`config.mk`:
```
export PLATFORM = sky130hd
export DESIGN_NAME = slot_hotplug_ctrl
export DESIGN_NICKNAME = d
export VERILOG_FILES = /design/src/rtl/slot_hotplug_ctrl.sv
export SDC_FILE = /design/constraint.sdc
export NUM_CORES = 1
export LEC_CHECK = 0
export BUFFER_PORTS_ARGS = -buffer_cell sky130_fd_sc_hd__buf_2
export CAP_MARGIN = 25
export CELL_PAD_IN_SITES_DETAIL_PLACEMENT = 0
export CELL_PAD_IN_SITES_GLOBAL_PLACEMENT = 1
export CORE_UTILIZATION = 38
export CTS_CLUSTER_SIZE = 10
export DETAILED_ROUTE_END_ITERATION = 8
export GPL_ROUTABILITY_DRIVEN = 0
export PLACE_DENSITY_LB_ADDON = 0.05
export SYNTH_ARGS = -nofsm -noshare
export SYNTH_HDL_FRONTEND = slang
export SYNTH_SLANG_ARGS = --single-unit
```
`constraint.sdc`:
```
create_clock -name clk -period 3.35 [get_ports clk]
set_clock_uncertainty 0.15 [all_clocks]
set_input_delay 0.1675 -clock clk [delete_from_list [all_inputs] [get_ports clk]]
set_output_delay 0.1675 -clock clk [all_outputs]
set_load 0.1 [all_outputs]
```
`src/rtl/slot_hotplug_ctrl.sv`:
```
module slot_hotplug_ctrl #(
  parameter int NSLOTS = 32,
  parameter int DATA_W = 32
) (
  input  logic              clk,
  input  logic              rst_n,
  input  logic              plat_rst,
  input  logic [NSLOTS-1:0] cold_add,
  input  logic [NSLOTS-1:0] hot_add,
  input  logic [NSLOTS-1:0] hot_rm,
  input  logic [NSLOTS-1:0] fixed_mask,
  input  logic [NSLOTS-1:0] occupied,
  input  logic              io_wr,
  input  logic              io_rd,
  input  logic [4:0]        io_addr,
  input  logic [2:0]        io_len,
  input  logic [DATA_W-1:0] io_wdata,
  output logic [DATA_W-1:0] io_rdata,
  output logic              evt_sts,
  output logic [NSLOTS-1:0] eject_done
);
  localparam logic [4:0] OFF_UP  = 5'h00;
  localparam logic [4:0] OFF_DN  = 5'h04;
  localparam logic [4:0] OFF_EJ  = 5'h08;
  localparam logic [4:0] OFF_RMV = 5'h0C;
  localparam logic [4:0] OFF_EVT = 5'h10;

  logic [NSLOTS-1:0] pres, down, hp_en;
  logic              drn;

  logic [NSLOTS-1:0] pres_n, down_n, hp_en_n, ej_n;
  logic              evt_n, drn_n;

  wire acc_ok = (io_len == 3'd4) && (io_addr[1:0] == 2'b00);
  wire wr_ok  = io_wr && acc_ok && !drn;
  wire rd_ok  = io_rd && acc_ok;

  wire [NSLOTS-1:0] ej_val = (wr_ok && io_addr == OFF_EJ) ? io_wdata[NSLOTS-1:0] : '0;
  wire [NSLOTS-1:0] ej_bit = ej_val & (~ej_val + 1'b1);
  wire [NSLOTS-1:0] dr_bit = down & (~down + 1'b1);
  wire              evt_clr = wr_ok && io_addr == OFF_EVT && io_wdata[1];
  wire [NSLOTS-1:0] up_view = pres & hp_en;

  always_comb begin
    pres_n  = pres;
    down_n  = down;
    hp_en_n = hp_en;
    ej_n    = '0;
    evt_n   = evt_sts;
    drn_n   = drn;
    if (drn) begin
      if (|down) begin
        down_n = down & ~dr_bit;
        pres_n = pres & ~(dr_bit & ~fixed_mask);
        ej_n   = dr_bit;
      end else begin
        pres_n  = occupied;
        hp_en_n = ~(fixed_mask & occupied);
        drn_n   = 1'b0;
      end
    end else begin
      pres_n  = (pres & ~(ej_bit & ~fixed_mask)) | hot_add | cold_add;
      down_n  = (down & ~ej_bit) | hot_rm;
      hp_en_n = hp_en & ~(cold_add & fixed_mask);
      ej_n    = ej_bit;
      evt_n   = (evt_sts & ~evt_clr) | (|(hot_add | hot_rm));
      if (plat_rst) drn_n = 1'b1;
    end
  end

  always_ff @(posedge clk or negedge rst_n) begin
    if (!rst_n) begin
      pres       <= '0;
      down       <= '0;
      hp_en      <= '1;
      evt_sts    <= 1'b0;
      eject_done <= '0;
      drn        <= 1'b0;
    end else begin
      pres       <= pres_n;
      down       <= down_n;
      hp_en      <= hp_en_n;
      evt_sts    <= evt_n;
      eject_done <= ej_n;
      drn        <= drn_n;
    end
  end

  always_comb begin
    io_rdata = '0;
    if (rd_ok) begin
      case (io_addr)
        OFF_UP:  io_rdata = DATA_W'(up_view);
        OFF_DN:  io_rdata = DATA_W'(down);
        OFF_EJ:  io_rdata = '0;
        OFF_RMV: io_rdata = DATA_W'(hp_en);
        OFF_EVT: io_rdata = DATA_W'({evt_sts, 1'b0});
        default: io_rdata = '0;
      endcase
    end
  end
endmodule

```
==> flow_metrics.tcl <==
set metrics [dict create \
    die_area_um2 22700 \
    antenna_found_initial 3 \
    relSlewSlack 0.345 \
    num_rows 53 \
    die_x_um 151 \
    clockPowerShare 0.211 \
    post-route-util 0.587 \
    crit_buf_inv 2 \
    met3_usage 0.0561 \
    internal_power_mw 5.41 \
    crit_arrival_ns 3.44 \
    power_density_nw_per_um2 778 \
    overflow 0 \
    drive_gt1_frac 0.293 \
    drtPass1Iterations 7 \
    cp_cell_sequence "or4_1 > nor2_1 > and4_1 > buf_4 > nand2_1 > o221ai_1 > dlygate4sd3_1" \
    core-area_um2 21400 \
    crit_path_max_fanout 14 \
    wirelength_mm 37.3 \
    ys_ff_latch 130 \
    netlist_area_um2 8380 \
    critPathRequiredTime_ns 3.55 \
    drt_iter0_markers 831 \
    antenna_left 0 \
    fin_crit_sh 0.967 \
    synthFlopType "dfrtp_1" \
    worstSetupStartpointType "flip-flop" \
    grt_use_total 0.327 \
    synth_cell_types 60 \
    p_leak_nw 5.21 \
    numCtsBuffers 17 \
    io_pins 270 \
    grt_pass1_vias 9601 \
    vdd_drop_max_mv 0.477 \
    postLayoutCellArea_um2 12500 \
    clock_tree.buffer_depth 2 \
    synth_edf_count 0 \
    grt_pass1_wl_mm 55.1 \
    synthCells 974 \
    io_buffers 269 \
    grt_max_degree 90 \
    fmax_mhz 309 \
    insertion_delay_ns 0.43 \
    endpoint_kind "flip-flop" \
    clockRootBuffer "clkbuf_16" \
    layout_common_cells "268 x buf_2, 173 x dlygate4sd3_1, 97 x dfrtp_1, 79 x o21ai_0, 78 x nor2_1" \
    placedInstanceArea_um2 10200 \
    syn_nets 1179 \
    netlist_top_cells_area "dfrtp_1 29%, dfstp_2 10%, a32oi_1 5.2%" \
    report.final.slew_viol_count 0 \
    power_mw 9.75 \
    setup_viol 0 \
    seq_power_share 0.295 \
    busiest_layer "met2" \
    dp_hpwl_mm 26.5 \
    cpLargestDelayFamily "simple AND/OR/NAND/NOR gates" \
    htreeDepth 4 \
    hold_viol_final 0 \
    min_path_type "primary input to flip-flop" \
    slowest_delay_ns 0.64 \
    initial_core_util 0.392 \
    synth_top_area_frac 0.293 \
    dieHeight_um 151 \
    tightest_slew_ns 0.974 \
    power.net_switching_mw 4.34 \
    drv_cap 0 \
    drc_errors 0 \
    area_growth_syn_to_layout_pct 49.6 \
    final.setup.tns_ns 0 \
    path_class "flip-flop to flip-flop" \
    cts.sinks 130 \
    yosysTopAreaCell "dfrtp_1" \
    yosysSeqAreaShare 0.393 \
    synth.avg_cell_area_um2 8.60 \
    met1_usage 0.452 \
    outcome "completed" \
    power_frac_comb 0.494 \
    final.min_clock_period_ns 3.24 \
    rsz0062_at_grt "no" \
    cts_tree "yes" \
    final_common_cell "buf_2" \
    drt-wirelength-per-cell_um 22.0 \
    grtUsageMet2 0.501 \
    async_flop_share 1.00 \
    nets 1609 \
    clkTransAtPathRegs_ns 0.06 \
    viasPerCell 6.10 \
    sw_frac_of_total 0.445 \
    yosys_warnings 0 \
    num_vias 10300 \
    slowest_stage "or4_1" \
]
## worst min-delay path: stages
cell and delay (ns):
buf_2 0.13, nor2b_1 0.15, a31oi_1 0.06, o31ai_1 0.06
## Yosys cell counts, types with 3 or more instances
library cell   n
dfrtp_1       98
nor2_1        79
o21ai_0       79
nand2_1       71
clkbuf_1      56
a32oi_1       50
nor3_1        41
o22ai_1       41
a21oi_1       37
nor4_1        35
a21boi_0      32
dfstp_2       32
nand3_1       26
nand4_1       23
mux2_2        21
a31oi_1       20
a41oi_1       20
inv_1         17
or4_1         15
o31ai_1       14
nand2b_1      12
o211ai_1      11
o311ai_0      11
buf_2         10
nand4b_1       9
or3_1          9
a211oi_1       7
a22oi_1        7
nand3b_1       6
nor2b_1        6
nor4b_1        6
o41ai_1        6
or2_2          6
nor3b_1        5
a2111oi_0      4
and2_1         4
and4_1         4
buf_4          4
o21a_1         4
buf_1          3
o2111ai_1      3
or3b_2         3
## cell type report
cell class | instances | area [um^2]
fill | 1998 | 8820
multi-input combinational | 754 | 4750
timing repair buffer | 484 | 3440
sequential | 130 | 3300
clock buffer | 20 | 457
tap | 275 | 344
clock inverter | 12 | 179
inverter | 17 | 63.8
antenna | 3 | 7.51
## final timing paths
check / from / end / slack [ns] / depth (start not counted)
setup reg to reg: down[28] / pres[24] / 0.11 / 7
setup / recovery: down[28] / pres[24] / 0.11 / 7
max in group asynchronous: rst_n / hp_en[14] / 2.06 / 3
hold reg to reg: pres[19] / pres[19] / 0.41 / 2
hold / removal: hot_rm[17] / down[17] / 0.03 / 4
min in group asynchronous: rst_n / eject_done[0] / 0.11 / 2
## through the flow
stage	worst slack [ns]	instances	hold WS, ns
6_report	0.110	1695	0.0300
5_1_grt	0.0633	1694	0.0243
4_1_cts	0.0726	1692	0.00668
3_5_place_dp	0.379	1487	0.0165
3_3_place_gp	0.414	1487	0.0185
2_1_floorplan	0.476	974	-0.278
## what timing repair did
action,CTS,global route
resized for setup,0,1
hold endpoints to repair,159,0
hold buffers,173,0
setup buffers,0,0
endpoints found under the setup margin,0,2
## registers in the layout (all words and copies together) (netlist names)
name,count
down,32
eject_done,32
hp_en,32
pres,32
drn,1
evt_sts,1
## routing by layer
layer	vias up	wire, um
met1	5015	16500
met4	0	1250
li1	4745	-
met2	502	17000
met5	-	0
met3	76	2640
## power by group through the flow
stage | sequential (mW) | clock [mW] | combinational, mW
global route | 2.96 | 2.15 | 5.18
detailed placement | 2.87 | 0 | 4.54
global placement | 2.87 | 0 | 4.50
CTS | 2.85 | 2.08 | 4.73
floorplan | 3.26 | 0 | 2.67
finish | 2.88 | 2.06 | 4.82
## cells by family (layout without fill, tap and decap cells)
family | after synthesis | after routing | synth area share
and+or+nand+nor | 368 | 368 | 0.235
AOI/OAI and AO/OA | 364 | 364 | 0.299
DFF | 130 | 130 | 0.393
buffers and inverters | 90 | 533 | 0.0436
muxes | 22 | 22 | 0.0294
other | 0 | 3 | 0
(Power assumes the default switching activity.)
